===== src/rtl/ringInitPkg.sv =====
package ringInitPkg;
  localparam int ADDR_W        = 32;
  localparam int WORD_W        = 32;
  localparam int HALF_W        = 16;
  localparam int FIELD_W       = 4;
  localparam int NARROW_BASE_W = 24;
  localparam int NUM_WORDS     = 3;
  localparam int IDX_W         = 2;
  localparam int SECTIONS      = 2;
  localparam int SEC_TX        = 0;
  localparam int SEC_RX        = 1;

  // command register bits
  localparam int CMD_INIT  = 0;
  localparam int CMD_START = 1;
  localparam int CMD_STOP  = 2;
  localparam int CMD_ACK   = 3;
  localparam int CMD_IEN   = 4;

  // mode word bits that gate the sections
  localparam int MODE_TX_OFF = 0;
  localparam int MODE_RX_OFF = 1;

  typedef enum logic [1:0] {
    SEL_ADDR_LO = 2'd0,
    SEL_ADDR_HI = 2'd1,
    SEL_CMD     = 2'd2,
    SEL_CFG     = 2'd3
  } hostSel_e;

  typedef enum logic [1:0] {
    ST_IDLE   = 2'd0,
    ST_FETCH  = 2'd1,
    ST_COMMIT = 2'd2
  } seqState_e;

  typedef struct packed {
    logic             fetchBegin;
    logic             capture;
    logic             loadWord;
    logic [IDX_W-1:0] wordIdx;
    logic             abort;
    logic             commit;
    logic             restart;
    logic             stop;
    logic             busy;
  } ctrlStrobe_t;
endpackage


===== src/rtl/ringCursor.sv =====
module ringCursor
  import ringInitPkg::*;
#(
  parameter int MAX_LOG2   = 9,
  parameter int DESC_SHIFT = 4,
  localparam int LEN_W     = MAX_LOG2 + 1
) (
  input  logic               clk,
  input  logic               rst,
  input  logic               reload,
  input  logic               step,
  input  logic               active,
  input  logic [ADDR_W-1:0]  base,
  input  logic [FIELD_W-1:0] rawLog2,
  output logic [LEN_W-1:0]   ringLen,
  output logic [ADDR_W-1:0]  descPtr
);
  logic [FIELD_W-1:0] clampLog2;
  logic [LEN_W-1:0]   idx;

  assign clampLog2 = (rawLog2 > FIELD_W'(MAX_LOG2)) ? FIELD_W'(MAX_LOG2) : rawLog2;
  assign ringLen   = LEN_W'(1) << clampLog2;
  assign descPtr   = base + (ADDR_W'(idx) << DESC_SHIFT);

  always_ff @(posedge clk) begin
    if (rst) begin
      idx <= '0;
    end else if (reload) begin
      idx <= '0;
    end else if (step && active) begin
      idx <= (idx == ringLen - LEN_W'(1)) ? '0 : idx + LEN_W'(1);
    end
  end

  // an enabled cursor always points inside its ring
  assert_idx_in_ring_R9: assert property (@(posedge clk) disable iff (rst)
    active |-> (idx < ringLen));
endmodule


===== src/rtl/initSequencer.sv =====
module initSequencer
  import ringInitPkg::*;
(
  input  logic        clk,
  input  logic        rst,
  input  logic        initCmd,
  input  logic        startCmd,
  input  logic        stopCmd,
  input  logic        blockValid,
  input  logic        rdValid,
  input  logic        rdErr,
  output logic        rdReq,
  output ctrlStrobe_t strobe
);
  seqState_e        state, nextState;
  logic [IDX_W-1:0] wordIdx, nextIdx;
  logic             phase;
  logic             tick;
  logic             gotResp, respErr;
  logic             initPend, startPend, stopPend;
  logic             clrInit, clrStart, clrStop, clrResp;

  assign tick  = phase;
  assign rdReq = (state == ST_FETCH) && !gotResp;

  always_comb begin
    nextState      = state;
    nextIdx        = wordIdx;
    clrInit        = 1'b0;
    clrStart       = 1'b0;
    clrStop        = 1'b0;
    clrResp        = 1'b0;
    strobe         = '0;
    strobe.capture = rdReq && rdValid;
    strobe.busy    = (state != ST_IDLE);
    strobe.wordIdx = wordIdx;
    if (tick) begin
      if (stopPend) begin
        strobe.stop = 1'b1;
        clrStop     = 1'b1;
      end
      case (state)
        ST_IDLE: begin
          if (initPend) begin
            strobe.fetchBegin = 1'b1;
            clrInit           = 1'b1;
            nextIdx           = '0;
            nextState         = ST_FETCH;
            if (stopPend) clrStart = 1'b1;
          end else if (startPend) begin
            clrStart       = 1'b1;
            strobe.restart = blockValid;
          end
        end
        ST_FETCH: begin
          if (stopPend) clrStart = 1'b1;
          if (gotResp) begin
            clrResp = 1'b1;
            if (respErr) begin
              strobe.abort = 1'b1;
              clrStart     = 1'b1;
              nextState    = ST_IDLE;
            end else begin
              strobe.loadWord = 1'b1;
              if (wordIdx == IDX_W'(NUM_WORDS - 1)) nextState = ST_COMMIT;
              else nextIdx = wordIdx + IDX_W'(1);
            end
          end
        end
        ST_COMMIT: begin
          strobe.commit = 1'b1;
          nextState     = ST_IDLE;
          if (startPend) begin
            clrStart       = 1'b1;
            strobe.restart = !stopPend;
          end
        end
        default: nextState = ST_IDLE;
      endcase
    end
  end

  always_ff @(posedge clk) begin
    if (rst) begin
      state     <= ST_IDLE;
      wordIdx   <= '0;
      phase     <= 1'b0;
      gotResp   <= 1'b0;
      respErr   <= 1'b0;
      initPend  <= 1'b0;
      startPend <= 1'b0;
      stopPend  <= 1'b0;
    end else begin
      phase     <= ~phase;
      state     <= nextState;
      wordIdx   <= nextIdx;
      initPend  <= (initPend  && !clrInit)  || initCmd;
      startPend <= (startPend && !clrStart) || startCmd;
      stopPend  <= (stopPend  && !clrStop)  || stopCmd;
      if (clrResp) begin
        gotResp <= 1'b0;
        respErr <= 1'b0;
      end else if (strobe.capture) begin
        gotResp <= 1'b1;
        respErr <= rdErr;
      end
    end
  end

  // the state only moves on the half-rate tick
  assert_half_rate_R12: assert property (@(posedge clk) disable iff (rst)
    (state != $past(state)) |-> $past(phase));

  // an unanswered request stays up on the same word
  assert_req_hold_R2: assert property (@(posedge clk) disable iff (rst)
    (rdReq && !rdValid) |=> (rdReq && $stable(wordIdx)));
endmodule


===== src/rtl/initStore.sv =====
module initStore
  import ringInitPkg::*;
#(
  parameter int MAX_LOG2   = 9,
  parameter int DESC_SHIFT = 4,
  localparam int LEN_W     = MAX_LOG2 + 1
) (
  input  logic              clk,
  input  logic              rst,
  input  logic              hostWrEn,
  input  logic [1:0]        hostSel,
  input  logic [HALF_W-1:0] hostWrData,
  input  ctrlStrobe_t       strobe,
  input  logic [WORD_W-1:0] rdData,
  input  logic              txStep,
  input  logic              rxStep,
  output logic [ADDR_W-1:0] rdAddr,
  output logic              blockValid,
  output logic [HALF_W-1:0] modeWord,
  output logic [ADDR_W-1:0] txRingBase,
  output logic [ADDR_W-1:0] rxRingBase,
  output logic [LEN_W-1:0]  txRingLen,
  output logic [LEN_W-1:0]  rxRingLen,
  output logic [ADDR_W-1:0] txDescPtr,
  output logic [ADDR_W-1:0] rxDescPtr,
  output logic              txOn,
  output logic              rxOn,
  output logic              initDone,
  output logic              loadErr,
  output logic              irq
);
  localparam int TOP_FIELD_LSB = WORD_W - FIELD_W;
  localparam int WIDE_RX_LSB   = HALF_W + FIELD_W;

  logic [HALF_W-1:0]  addrLo, addrHi;
  logic               wideSel, wideLatched, intEn;
  logic [ADDR_W-1:0]  fetchBase;
  logic [WORD_W-1:0]  holdData;
  logic [ADDR_W-1:0]  sectBase [SECTIONS];
  logic [FIELD_W-1:0] sectRaw  [SECTIONS];
  logic [LEN_W-1:0]   sectLen  [SECTIONS];
  logic [ADDR_W-1:0]  sectPtr  [SECTIONS];
  logic               sectOn   [SECTIONS];
  logic               sectStep [SECTIONS];
  logic               doneR, errR, validR;

  assign rdAddr = fetchBase + (ADDR_W'(strobe.wordIdx) << 2);

  always_ff @(posedge clk) begin
    if (rst) begin
      addrLo      <= '0;
      addrHi      <= '0;
      wideSel     <= 1'b0;
      wideLatched <= 1'b0;
      intEn       <= 1'b0;
      fetchBase   <= '0;
      holdData    <= '0;
      modeWord    <= '0;
      doneR       <= 1'b0;
      errR        <= 1'b0;
      validR      <= 1'b0;
      for (int s = 0; s < SECTIONS; s++) begin
        sectBase[s] <= '0;
        sectRaw[s]  <= '0;
        sectOn[s]   <= 1'b0;
      end
    end else begin
      if (hostWrEn) begin
        case (hostSel)
          SEL_ADDR_LO: addrLo <= hostWrData;
          SEL_ADDR_HI: addrHi <= hostWrData;
          SEL_CFG:     wideSel <= hostWrData[0];
          SEL_CMD: begin
            intEn <= hostWrData[CMD_IEN];
            if (hostWrData[CMD_ACK]) begin
              doneR <= 1'b0;
              errR  <= 1'b0;
            end
          end
          default: ;
        endcase
      end
      if (strobe.capture) holdData <= rdData;
      if (strobe.fetchBegin) begin
        fetchBase   <= {addrHi, addrLo};
        wideLatched <= wideSel;
        doneR       <= 1'b0;
        errR        <= 1'b0;
        validR      <= 1'b0;
      end
      if (strobe.loadWord) begin
        case (strobe.wordIdx)
          IDX_W'(0): begin
            modeWord <= holdData[HALF_W-1:0];
            if (wideLatched) begin
              sectRaw[SEC_RX] <= holdData[WIDE_RX_LSB +: FIELD_W];
              sectRaw[SEC_TX] <= holdData[TOP_FIELD_LSB +: FIELD_W];
            end
          end
          IDX_W'(1): begin
            if (wideLatched) sectBase[SEC_RX] <= holdData;
            else begin
              sectBase[SEC_RX] <= ADDR_W'(holdData[NARROW_BASE_W-1:0]);
              sectRaw[SEC_RX]  <= holdData[TOP_FIELD_LSB +: FIELD_W];
            end
          end
          IDX_W'(2): begin
            if (wideLatched) sectBase[SEC_TX] <= holdData;
            else begin
              sectBase[SEC_TX] <= ADDR_W'(holdData[NARROW_BASE_W-1:0]);
              sectRaw[SEC_TX]  <= holdData[TOP_FIELD_LSB +: FIELD_W];
            end
          end
          default: ;
        endcase
      end
      if (strobe.abort) errR <= 1'b1;
      if (strobe.commit) begin
        doneR  <= 1'b1;
        validR <= 1'b1;
      end
      if (strobe.restart) begin
        sectOn[SEC_TX] <= ~modeWord[MODE_TX_OFF];
        sectOn[SEC_RX] <= ~modeWord[MODE_RX_OFF];
      end else if (strobe.stop || strobe.fetchBegin) begin
        sectOn[SEC_TX] <= 1'b0;
        sectOn[SEC_RX] <= 1'b0;
      end
    end
  end

  assign sectStep[SEC_TX] = txStep;
  assign sectStep[SEC_RX] = rxStep;

  for (genvar s = 0; s < SECTIONS; s++) begin : gCursor
    ringCursor #(
      .MAX_LOG2  (MAX_LOG2),
      .DESC_SHIFT(DESC_SHIFT)
    ) uCursor (
      .clk    (clk),
      .rst    (rst),
      .reload (strobe.commit || strobe.restart),
      .step   (sectStep[s]),
      .active (sectOn[s]),
      .base   (sectBase[s]),
      .rawLog2(sectRaw[s]),
      .ringLen(sectLen[s]),
      .descPtr(sectPtr[s])
    );
  end

  assign txRingBase = sectBase[SEC_TX];
  assign rxRingBase = sectBase[SEC_RX];
  assign txRingLen  = sectLen[SEC_TX];
  assign rxRingLen  = sectLen[SEC_RX];
  assign txDescPtr  = sectPtr[SEC_TX];
  assign rxDescPtr  = sectPtr[SEC_RX];
  assign txOn       = sectOn[SEC_TX];
  assign rxOn       = sectOn[SEC_RX];
  assign initDone   = doneR;
  assign loadErr    = errR;
  assign blockValid = validR;
  assign irq        = doneR && intEn;

  // no section runs while the sequencer is busy with a fetch
  assert_busy_off_R10: assert property (@(posedge clk) disable iff (rst)
    strobe.busy |-> (!sectOn[SEC_TX] && !sectOn[SEC_RX]));

  // an aborted load never reports completion
  assert_err_not_done_R11: assert property (@(posedge clk) disable iff (rst)
    errR |-> !doneR);
endmodule


===== src/rtl/ringInitLoader.sv =====
module ringInitLoader
  import ringInitPkg::*;
#(
  parameter int MAX_LOG2   = 9,
  parameter int DESC_SHIFT = 4,
  localparam int LEN_W     = MAX_LOG2 + 1
) (
  input  logic              clk,
  input  logic              rst,
  input  logic              hostWrEn,
  input  logic [1:0]        hostSel,
  input  logic [15:0]       hostWrData,
  input  logic              txStep,
  input  logic              rxStep,
  output logic              rdReq,
  output logic [31:0]       rdAddr,
  input  logic              rdValid,
  input  logic [31:0]       rdData,
  input  logic              rdErr,
  output logic [15:0]       modeWord,
  output logic [31:0]       txRingBase,
  output logic [31:0]       rxRingBase,
  output logic [LEN_W-1:0]  txRingLen,
  output logic [LEN_W-1:0]  rxRingLen,
  output logic [31:0]       txDescPtr,
  output logic [31:0]       rxDescPtr,
  output logic              txOn,
  output logic              rxOn,
  output logic              initDone,
  output logic              loadErr,
  output logic              irq
);
  ctrlStrobe_t strobe;
  logic        cmdWr, initCmd, startCmd, stopCmd, blockValid;

  assign cmdWr    = hostWrEn && (hostSel == SEL_CMD);
  assign initCmd  = cmdWr && hostWrData[CMD_INIT];
  assign startCmd = cmdWr && hostWrData[CMD_START];
  assign stopCmd  = cmdWr && hostWrData[CMD_STOP];

  initSequencer uSeq (
    .clk       (clk),
    .rst       (rst),
    .initCmd   (initCmd),
    .startCmd  (startCmd),
    .stopCmd   (stopCmd),
    .blockValid(blockValid),
    .rdValid   (rdValid),
    .rdErr     (rdErr),
    .rdReq     (rdReq),
    .strobe    (strobe)
  );

  initStore #(
    .MAX_LOG2  (MAX_LOG2),
    .DESC_SHIFT(DESC_SHIFT)
  ) uStore (
    .clk       (clk),
    .rst       (rst),
    .hostWrEn  (hostWrEn),
    .hostSel   (hostSel),
    .hostWrData(hostWrData),
    .strobe    (strobe),
    .rdData    (rdData),
    .txStep    (txStep),
    .rxStep    (rxStep),
    .rdAddr    (rdAddr),
    .blockValid(blockValid),
    .modeWord  (modeWord),
    .txRingBase(txRingBase),
    .rxRingBase(rxRingBase),
    .txRingLen (txRingLen),
    .rxRingLen (rxRingLen),
    .txDescPtr (txDescPtr),
    .rxDescPtr (rxDescPtr),
    .txOn      (txOn),
    .rxOn      (rxOn),
    .initDone  (initDone),
    .loadErr   (loadErr),
    .irq       (irq)
  );
endmodule


===== config.mk =====
export PLATFORM = sky130hd
export DESIGN_NAME = ringInitLoader
export DESIGN_NICKNAME = d
export VERILOG_FILES = /design/src/rtl/ringInitPkg.sv /design/src/rtl/ringCursor.sv /design/src/rtl/initSequencer.sv /design/src/rtl/initStore.sv /design/src/rtl/ringInitLoader.sv
export SDC_FILE = /design/constraint.sdc
export NUM_CORES = 1
export LEC_CHECK = 0
export ABC_CLOCK_PERIOD_IN_PS = 4950
export BUFFER_PORTS_ARGS = -buffer_cell sky130_fd_sc_hd__buf_2
export CAP_MARGIN = 5
export CORE_MARGIN = 5
export CORE_UTILIZATION = 45
export DETAILED_ROUTE_END_ITERATION = 10
export PLACE_DENSITY = 0.78
export SLEW_MARGIN = 15
export SYNTH_ARGS = -nofsm -noshare
export SYNTH_HDL_FRONTEND = slang
export SYNTH_SLANG_ARGS = --single-unit

===== constraint.sdc =====
create_clock -name clk -period 4.95 [get_ports clk]
set_clock_uncertainty 0.05 [all_clocks]
set_input_delay 0.99 -clock clk [delete_from_list [all_inputs] [get_ports clk]]
set_output_delay 0.99 -clock clk [all_outputs]
set_load 0.01 [all_outputs]

==> impl_metrics.toml <==
[outcome]
status = "finished, final reports clean"

[layout]
layout-drive-gt1-share_pct = 21.10
nets = 1593
fillers = 2225
fin_util_pct = 54.97
area_growth_pct = 20.78
fin_cells = 1845
antennaDiodeCount = 0

[power_and_ir_drop]
seq_power_share_pct = 48.0
p_per_area_nw_per_um2 = 304.8
p_sw_mw = 0.8975
p_clk_share_pct = 46.6
sw_frac_of_total_pct = 22.16
internal-power_mw = 3.153
vdd_drop_max_mv = 0.2066
pwr-share-comb_pct = 5.5
p_leak_nw = 5.598

[worst_setup_path]
reg2regPathDepth = 7
cp_max_fo = 9
required_ns = 3.91
worstPathArrival_ns = 3.41
critPathCaptureType = "primary output"
crit_type = "flip-flop to primary output"
worstSetupStartpointType = "flip-flop"

[yosys]
ys_seq_area_share_pct = 46.40
synth_simple_gate_area_share_pct = 24.76
synth_xor_xnor_area_share_pct = 8.199
synth_compound_area_share_pct = 11.96
synth_top_area_share_pct = 28.38
synthFlopType = "dfxtp_1"
synth_fp_nets = 1376
synth_fa_ha_area_share_pct = 3.844
synthMuxAreaShare_pct = 0.5686
synth.most_common_cell = "nand2_1"
synth_cell_types = 62
synth_seq_cells = 222
ys_async_sr_fraction_pct = 0
synth_top_family_by_area = "simple AND/OR/NAND/NOR gates"
synth_cells = 1287
synth_commonest_cells = "nand2_1, dfxtp_1, a21oi_1, nor2_1"
synth_edf_count = 66
synth_top_area_cell = "dfxtp_1"
synth.area.top_cells = "dfxtp_1, edfxtp_1, nand2_1"
syn_area_per_cell_um2 = 8.549
ys.warnings.count = 0
syn_area_um2 = 11000

[global_routing]
antenna_found_initial = 1
grt_overflow = 0
grt_max_degree = 90
grt_pass1_wl_mm = 49.02
grt_pass1_vias = 9340
track_usage_pct = 21.25

[cts]
numClockSinks = 222
cts_max_level = 1
ctsRootBufferMaster = "clkbuf_16"
cts_tree = "done"
cts_hold_buf = 0
postCtsSetupBuffers = 0
insertion_delay_ns = 0.51
cts_resized = 0
numCtsBuffers = 24
clk_pin_slew_worst_paths_ns = 0.06
cts.path.max_buffers = 3

[sta]
fmax_ghz = 0.2246
setup_viol = 0
fin_tns_setup_ns = 0
worst_pin_slew_ns = 1.116
slew_violations = 0
slew_headroom_pct = 25.36
final_hold_viol_count = 0
fin_crit_sh_pct = 89.96
rsz0062_at_grt = "no"
layout_min_cycle_time_ns = 4.453

[hold_path]
whs_path_depth = 2
hold_class = "flip-flop to flip-flop"

[placed_design]
dp.final_hpwl_mm = 23.19
port-buffer-count = 258
gp_congestion = 0.8738
dp.cells = 1802

[route]
vias = 9817
ant_nets = 0
dr.pass1.iters = 6
drt-total-wl_mm = 31.05
avgViaCountPerCell = 5.321
detail_route.wl_per_cell_um = 16.83
drtIter0Drc = 780
drcViolationCount = 0

[floorplan]
core_um2 = 24180
row_count = 57
initial_core_util_pct = 45.51
die_area_um2 = 27680
die_x_um = 166.4
io_pins = 259
die_h_um = 166.4

[run]
cap_violations = 0
-- stage by stage --
| step | area, um^2 | hold WS (ns) | power (mW) | worst slack (ns) |
|---|---|---|---|---|
| 2_1_floorplan | 11000 | 0.3815 | 2.099 | 1.339 |
| 3_3_place_gp | 12440 | 0.3872 | 2.200 | 1.115 |
| 3_5_place_dp | 12440 | 0.3949 | 2.204 | 1.047 |
| 4_1_cts | 13290 | 0.4029 | 4.079 | 0.4868 |
| 5_1_grt | 13290 | 0.4103 | 4.178 | 0.2494 |
| 6_report | 13290 | 0.4012 | 4.051 | 0.4969 |
-- power by group through the flow --
stage          Sequential, mW  Clock, mW  Combinational (mW)
4_1_cts                  1.94       1.91               0.223
3_3_place_gp             1.98          0               0.219
5_1_grt                  1.95       1.99               0.243
6_report                 1.94       1.89               0.222
3_5_place_dp             1.98          0               0.222
2_1_floorplan            1.97          0               0.128
-- cells by family (layout without fill, tap and decap cells) --
family | after synthesis | after routing
simple gates | 586 | 586
flops | 222 | 222
mux | 6 | 6
xor+xnor | 103 | 103
fa+ha+maj | 32 | 32
buf+inv | 112 | 346
compound gates | 226 | 226
-- registers in the layout, indices dropped and copies added, names as in the netlist, 2 cells and up --
| register | cells |
|---|---|
| uStore.addrLo | 16 |
| uStore.sectOn | 2 |
| uSeq.wordIdx | 2 |
| uStore.sectBase | 64 |
| uStore.gCursor.uCursor.idx | 20 |
| uStore.modeWord | 16 |
| uSeq.state | 2 |
| uStore.addrHi | 16 |
| uStore.fetchBase | 32 |
| uStore.sectRaw | 8 |
| uStore.holdData | 32 |
-- worst max-delay path, cell delays in order, from the launching register on --
cell	delay, ns
dfxtp_1	0.47
ha_1	0.22
inv_1	0.05
fa_1	0.41
nor2b_1	0.12
o21ai_0	0.10
a21boi_0	0.31
nor3_1	0.08
o21a_1	0.38
nor4b_1	0.47
xnor2_1	0.16
buf_2	0.14
-- metal layers --
layer  wire length (um)  GRT usage, %
met5                 11             0
met4                644         5.550
met3               2377         4.547
met2              15140         37.22
met1              12870         26.68
-- placed cells by master (no fill, tap or decap), types with 11 or more instances in the layout --
cell type and count:
nand2_1 294, buf_2 257, dfxtp_1 156, a21oi_1 145
nor2_1 76, xnor2_1 66, edfxtp_1 66, and2_1 46
and3_1 38, xor2_1 37, inv_1 35, nor3_1 30
ha_1 29, clkbuf_16 27, o21ai_0 22, nand3_1 19
nor2b_1 18, nand4_1 15, a22o_1 12, buf_4 11
-- final timing paths --
kind                                     from                      to  slack, ns
max          uStore.gCursor[1].uCursor.idx[0]           rxDescPtr[20]       0.50
min                         uStore.addrHi[15]    uStore.fetchBase[31]       0.40
max reg2reg                     uSeq.state[0]  uStore.sectBase[1][28]       1.51
min reg2reg                 uStore.addrHi[15]    uStore.fetchBase[31]       0.40
-- area by class of cell --
type                            instances  area [um^2]  area share (%)
Clock buffer                           31        710.7           5.348
Tap cell                              324        405.4           3.051
Timing Repair Buffer                  268         1369           10.30
Multi-Input combinational cell        953         5435           40.90
Sequential cell                       222         5105           38.41
Inverter                               35        131.4          0.9886
Clock inverter                         12        132.6          0.9980
No activity file was read; power rests on OpenSTA's default activity.
